===== src/rtl/usbp_pkg.sv =====
package usbp_pkg;
  localparam int unsigned WORD_W = 16;

  localparam int unsigned B_CONN     = 0;
  localparam int unsigned B_CONN_CHG = 1;
  localparam int unsigned B_ENA      = 2;
  localparam int unsigned B_ENA_CHG  = 3;
  localparam int unsigned B_LOWSPD   = 8;
  localparam int unsigned B_PRST     = 9;

  localparam logic [WORD_W-1:0] KEEP_MASK   = 16'h01FB;
  localparam logic [WORD_W-1:0] CLR1_MASK   = 16'h000A;
  localparam logic [WORD_W-1:0] IDLE_WORD   = 16'h0080;
  localparam logic [WORD_W-1:0] ABSENT_WORD = 16'hFF7F;
endpackage


===== src/rtl/usbp_rst_sync.sv =====
module usbp_rst_sync (
  input  logic clk,
  input  logic rst_n,
  output logic rst_sync_n
);
  logic stage_q;

  always_ff @(posedge clk or negedge rst_n) begin
    if (!rst_n) begin
      stage_q    <= 1'b0;
      rst_sync_n <= 1'b0;
    end else begin
      stage_q    <= 1'b1;
      rst_sync_n <= stage_q;
    end
  end
endmodule


===== src/rtl/usbp_port_cell.sv =====
module usbp_port_cell
  import usbp_pkg::*;
(
  input  logic              clk,
  input  logic              rst_n,
  input  logic              hc_reset,
  input  logic              wr_hit,
  input  logic [WORD_W-1:0] wr_data,
  input  logic              attach,
  input  logic              detach,
  input  logic              low_speed,
  output logic [WORD_W-1:0] word_q,
  output logic              present_q,
  output logic              bus_reset_q
);
  logic [WORD_W-1:0] word_d;
  logic              present_d;
  logic              pulse_d;
  logic              upd_en;

  // next-state: write merge, then events, then controller reset
  always_comb begin
    word_d = word_q;
    if (wr_hit) begin
      word_d = (word_q & KEEP_MASK) | (wr_data & ~KEEP_MASK);
      word_d = word_d & ~(wr_data & CLR1_MASK);
    end

    if (detach) begin
      if (word_d[B_CONN]) begin
        word_d[B_CONN]     = 1'b0;
        word_d[B_CONN_CHG] = 1'b1;
      end
      if (word_d[B_ENA]) begin
        word_d[B_ENA]     = 1'b0;
        word_d[B_ENA_CHG] = 1'b1;
      end
    end else if (attach) begin
      word_d[B_CONN]     = 1'b1;
      word_d[B_CONN_CHG] = 1'b1;
      word_d[B_LOWSPD]   = low_speed;
    end

    present_d = detach ? 1'b0 : (attach ? 1'b1 : present_q);

    if (hc_reset) begin
      word_d = IDLE_WORD;
      if (present_d) begin
        word_d[B_CONN]     = 1'b1;
        word_d[B_CONN_CHG] = 1'b1;
        word_d[B_LOWSPD]   = low_speed;
      end
    end

    pulse_d = wr_hit && !hc_reset && wr_data[B_PRST] && !word_q[B_PRST] && present_q;
    upd_en  = wr_hit || attach || detach || hc_reset;
  end

  always_ff @(posedge clk or negedge rst_n) begin
    if (!rst_n) begin
      word_q      <= IDLE_WORD;
      present_q   <= 1'b0;
      bus_reset_q <= 1'b0;
    end else begin
      if (upd_en) begin
        word_q    <= word_d;
        present_q <= present_d;
      end
      bus_reset_q <= pulse_d;
    end
  end
endmodule


===== src/rtl/usbp_read_mux.sv =====
module usbp_read_mux
  import usbp_pkg::*;
#(
  parameter int unsigned N_PORTS = 2,
  parameter int unsigned IDX_W   = 2
) (
  input  logic [N_PORTS-1:0][WORD_W-1:0] port_word,
  input  logic [IDX_W-1:0]               rd_idx,
  output logic [WORD_W-1:0]              rd_data
);
  always_comb begin
    rd_data = ABSENT_WORD;
    for (int k = 0; k < N_PORTS; k++) begin
      if (rd_idx == IDX_W'(k)) rd_data = port_word[k];
    end
  end
endmodule


===== src/rtl/usbp_root_ports.sv =====
module usbp_root_ports
  import usbp_pkg::*;
#(
  parameter int unsigned N_PORTS = 2,
  parameter int unsigned IDX_W   = 2
) (
  input  logic                 clk,
  input  logic                 rst_n,
  input  logic                 hc_reset,
  input  logic                 wr_en,
  input  logic [IDX_W-1:0]     wr_idx,
  input  logic [15:0]          wr_data,
  input  logic [IDX_W-1:0]     rd_idx,
  output logic [15:0]          rd_data,
  input  logic [N_PORTS-1:0]   dev_attach,
  input  logic [N_PORTS-1:0]   dev_detach,
  input  logic [N_PORTS-1:0]   dev_low_speed,
  output logic [N_PORTS-1:0]   bus_reset,
  output logic [N_PORTS-1:0]   port_enabled
);
  logic                          rst_sync_n;
  logic [N_PORTS-1:0][WORD_W-1:0] port_word;
  logic [N_PORTS-1:0]            present_v;

  usbp_rst_sync i_rst_sync (
    .clk        (clk),
    .rst_n      (rst_n),
    .rst_sync_n (rst_sync_n)
  );

  for (genvar i = 0; i < N_PORTS; i++) begin : g_port
    logic wr_hit;
    assign wr_hit = wr_en && (wr_idx == IDX_W'(i));

    usbp_port_cell i_cell (
      .clk         (clk),
      .rst_n       (rst_sync_n),
      .hc_reset    (hc_reset),
      .wr_hit      (wr_hit),
      .wr_data     (wr_data),
      .attach      (dev_attach[i]),
      .detach      (dev_detach[i]),
      .low_speed   (dev_low_speed[i]),
      .word_q      (port_word[i]),
      .present_q   (present_v[i]),
      .bus_reset_q (bus_reset[i])
    );

    assign port_enabled[i] = present_v[i] && port_word[i][B_ENA];
  end

  usbp_read_mux #(.N_PORTS(N_PORTS), .IDX_W(IDX_W)) i_rd_mux (
    .port_word (port_word),
    .rd_idx    (rd_idx),
    .rd_data   (rd_data)
  );
endmodule


===== config.mk =====
export PLATFORM = sky130hd
export DESIGN_NAME = usbp_root_ports
export DESIGN_NICKNAME = d
export VERILOG_FILES = /design/src/rtl/usbp_pkg.sv /design/src/rtl/usbp_rst_sync.sv /design/src/rtl/usbp_port_cell.sv /design/src/rtl/usbp_read_mux.sv /design/src/rtl/usbp_root_ports.sv
export SDC_FILE = /design/constraint.sdc
export NUM_CORES = 1
export LEC_CHECK = 0
export ABC_AREA = 1
export BUFFER_PORTS_ARGS = -buffer_cell sky130_fd_sc_hd__buf_2
export CAP_MARGIN = 20
export CORE_UTILIZATION = 45
export DETAILED_ROUTE_END_ITERATION = 7
export PLACE_DENSITY = 0.74
export SETUP_SLACK_MARGIN = 0.05
export SKIP_CTS_REPAIR_TIMING = 1
export SLEW_MARGIN = 40
export SYNTH_ARGS = -nofsm -noshare
export SYNTH_HDL_FRONTEND = slang
export SYNTH_HIERARCHICAL = 1
export SYNTH_SLANG_ARGS = --single-unit
export TNS_END_PERCENT = 10

===== constraint.sdc =====
create_clock -name clk -period 1.2 [get_ports clk]
set_clock_uncertainty 0.05 [all_clocks]
set_input_delay 0.12 -clock clk [delete_from_list [all_inputs] [get_ports clk]]
set_output_delay 0.12 -clock clk [all_outputs]
set_load 0.01 [all_outputs]

==> results.yml <==
sta:
  fmax_mhz: 828
  grt_setup_unrepaired: "true"
  fin_hold_ws_ns: 0.0167
  finalHoldViolations: 0
  finalMaxSlewViolations: 0
  layout_setup_ws_ns: -0.00749
  setup_viol_count_final: 1
  period_share_pct: 101
  min_period_ns: 1.21
synthesis:
  post_synth_inst_count: 213
  synth_top_cell_area_share_pct: 42.8
  synth_ff_type: "sky130_fd_sc_hd__dfrtp_1"
  avg_cell_area_syn_um2: 8.24
  synth.distinct_cells: 23
  yosys.area_share.simple_pct: 27.8
  sequential_element_share_of_the_synthesized_area_pct: 45.8
  synth.cell_area_um2: 1750
  synth_enable_flop_cells: 0
  synthDominantAreaCellType: "sky130_fd_sc_hd__dfrtp_1"
  synth.cells.most_frequent: "sky130_fd_sc_hd__nand2_1 (57), sky130_fd_sc_hd__dfrtp_1 (30), sky130_fd_sc_hd__nand3_1 (22)"
  yosysWarningCount: 6
  synth_top_family_by_area: "simple AND/OR/NAND/NOR gates"
  yosys_register_bits: 32
  synthAdderAreaFrac_pct: 0
  yosys-mux-area-fraction_pct: 0
  dominant_cell_by_count_in_the_synthesized_netlist: "sky130_fd_sc_hd__nand2_1"
  parity_gate_share_of_the_synthesized_area_counting_xor_and_xnor_cells_pct: 0
  postSynth.asyncResetShare_pct: 100
  synthTopCellsByArea: "sky130_fd_sc_hd__dfrtp_1 (43%), sky130_fd_sc_hd__nand2_1 (12%), sky130_fd_sc_hd__o21ai_2 (7.0%)"
  synth_compound_area_share_pct: 13.3
clock_network:
  cts_tree: "built"
  worst_skew_pair.late_latency_ns: 0.28
  cts_num_sinks: 32
  cts_max_path_buffers: 2
  cts_inserted_buffers: 5
  cts.htree.levels: 2
  cts.root.buffer_cell: "sky130_fd_sc_hd__clkbuf_8"
  clkSlewWorstSetupHoldPaths_ns: 0.06
floorplan:
  initial_utilization_pct: 47.6
  core-area_um2: 3690
  ios: 50
  num_rows: 22
  die_area_um2: 4150
  floorplan.die.width_um: 64.4
  die_h_um: 64.4
layout:
  layout.nets: 288
  area.growth.synth_to_final_pct: 17.7
  post_layout_nonfiller_instances: 307
  drive_gt1_share_pct: 34.4
  layout.core_utilization_pct: 56.0
  num_antenna_cells: 0
  filler_cell_count: 365
setup_path:
  critPathMostFrequentCell: "sky130_fd_sc_hd__nand2_1"
  timing.rr.start: "g_port[1].i_cell/word_q[2]$_DFFE_PN0P_"
  critical_path_class: "flip-flop to primary output"
  critical_path_buf_inv_count: 1
  critical_path.max_fanout: 2
  reg2reg_setup_slack_ns: 0.25
  critical-path-max-stage-delay_ns: 0.52
  arrival_ns: 1.04
  r2r-end: "g_port[1].i_cell/word_q[3]$_DFFE_PN0P_"
  critPathCaptureType: "primary output"
  crit_family: "flip-flops"
  critPathLaunchType: "flip-flop"
  timing.critical_path.slowest_stage_cell: "sky130_fd_sc_hd__dfstp_2"
  reg2reg_depth: 2
  path_cells: "nand2_1 -> nand2_1 -> buf_2"
  critPathRequiredTime_ns: 1.03
detailed_routing:
  detail_route.iter0.violations: 42
  totalWireLength_um: 3810
  detail_route.drc_violations: 0
  drt-pass1-iter-count: 4
  average_vias_per_placed_instance: 4.79
  num_vias: 1471
  drtAntennaViolNets: 0
  detailed_route_wire_length_per_cell_um: 12.4
min_path:
  worstHoldPathCells: 2
  hold_path.class: "input pin to flip-flop"
  holdPathEnd: "g_port[0].i_cell/word_q[2]$_DFFE_PN0P_"
  hp-start: "dev_detach[0]"
power_and_ir_drop:
  static-leakage-power_nw: 1.05
  ir_drop_mv: 0.853
  finalPower_mw: 2.37
  pwr_per_cell_area_nw_per_um2: 1150
outcome:
  run_status: "finished with violations"
  violations_in_the_final_reports: "setup timing"
global_route:
  use_met2_pct: 32.2
  grt_overflow: 0
  largest_net_degree_at_the_start_of_global_routing: 31
  antenna_violations_before_repair: 0
  grt_first_pass_wirelength_um: 6350
  vias_in_the_first_global_route: 1416
  global_route.usage.met1_pct: 26.3
  gr-usage-met3_pct: 4.40
  grt_peak_use_layer: "met2"
  overall_routing_resource_usage_pct: 20.2
placement:
  routabilityCongestion: 0.787
  post-dp-hpwl_um: 2570
  quantity_of_i_o_buffers_inserted_on_ports: 43
  placedCellCount: 298
run:
  maxCapViolations: 0
[layout make-up]
cell class	instances	area, um^2	share of cell area (%)
inverters	24	90.1	4.36
flip-flops and latches	32	803	38.9
well taps	48	60.1	2.91
multi-input cells	147	753	36.5
clock buffers	8	90.1	4.36
repair buffers	48	268	13.0
[placed cells by master, fill, tap and decap left out, types with 6 or more instances in the layout]
cell type	synthesis	final
sky130_fd_sc_hd__nor2_1	13	13
sky130_fd_sc_hd__conb_1	3	7
sky130_fd_sc_hd__nand2_1	57	56
sky130_fd_sc_hd__a21oi_1	15	14
sky130_fd_sc_hd__dfrtp_1	30	30
sky130_fd_sc_hd__clkbuf_8	0	6
sky130_fd_sc_hd__buf_2	1	43
sky130_fd_sc_hd__nand3_1	22	22
sky130_fd_sc_hd__inv_1	19	19
sky130_fd_sc_hd__o21ai_2	14	14
[stage by stage]
stage / worst slack [ns] / TNS, ns / area, um^2
after floorplan: 0.198 / 0 / 1770
after global placement: 0.110 / 0 / 1960
after detailed placement: 0.103 / 0 / 1960
after CTS: -0.0162 / -0.0162 / 2050
after global routing: -0.0651 / -0.439 / 2060
final: -0.00749 / -0.00749 / 2060
[report_power, final]
group	switching, mW	total (mW)	internal (mW)
Combinational	0.237	0.378	0.141
Sequential	0.0308	1.16	1.13
Clock	0.367	0.833	0.467
Total	0.634	2.37	1.74
[worst max path at each step]
stage	from	cells after the start	slack, ns	end
finish	g_port[1].i_cell/word_q[7]$_DFFE_PN1P_	3	-0.007	rd_data[7]
global route	g_port[0].i_cell/word_q[3]$_DFFE_PN0P_	3	-0.07	rd_data[3]
CTS	g_port[1].i_cell/word_q[7]$_DFFE_PN1P_	3	-0.02	rd_data[7]
detailed placement	rd_idx[0]	6	0.10	rd_data[12]
global placement	rd_idx[0]	6	0.11	rd_data[3]
floorplan	i_rst_sync/rst_sync_n$_DFF_PN0_	0	0.20	g_port[0].i_cell/bus_reset_q$_DFF_PN0_
[registers in the layout, summed over array words and instances (netlist names)]
signal / cells
g_port.i_cell/bus_reset_q: 2
i_rst_sync/stage_q: 1
g_port.i_cell/present_q: 2
g_port.i_cell/word_q: 26
i_rst_sync/rst_sync_n: 1
[logic make-up (layout without fill, tap and decap cells)]
logic type             after synthesis  after routing
AND/OR/NAND/NOR                    105            105
buffers and inverters               38             80
AO/OA/AOI/OAI                       35             35
flip-flops                          32             32
other                                3              7
[routing by layer]
metal | wire, um | vias up
li1 | - | 749
met1 | 1750 | 667
met2 | 1780 | 47
met3 | 213 | 8
met4 | 71 | 0
met5 | 0 | -
Power figures use the tool's default switching activity.
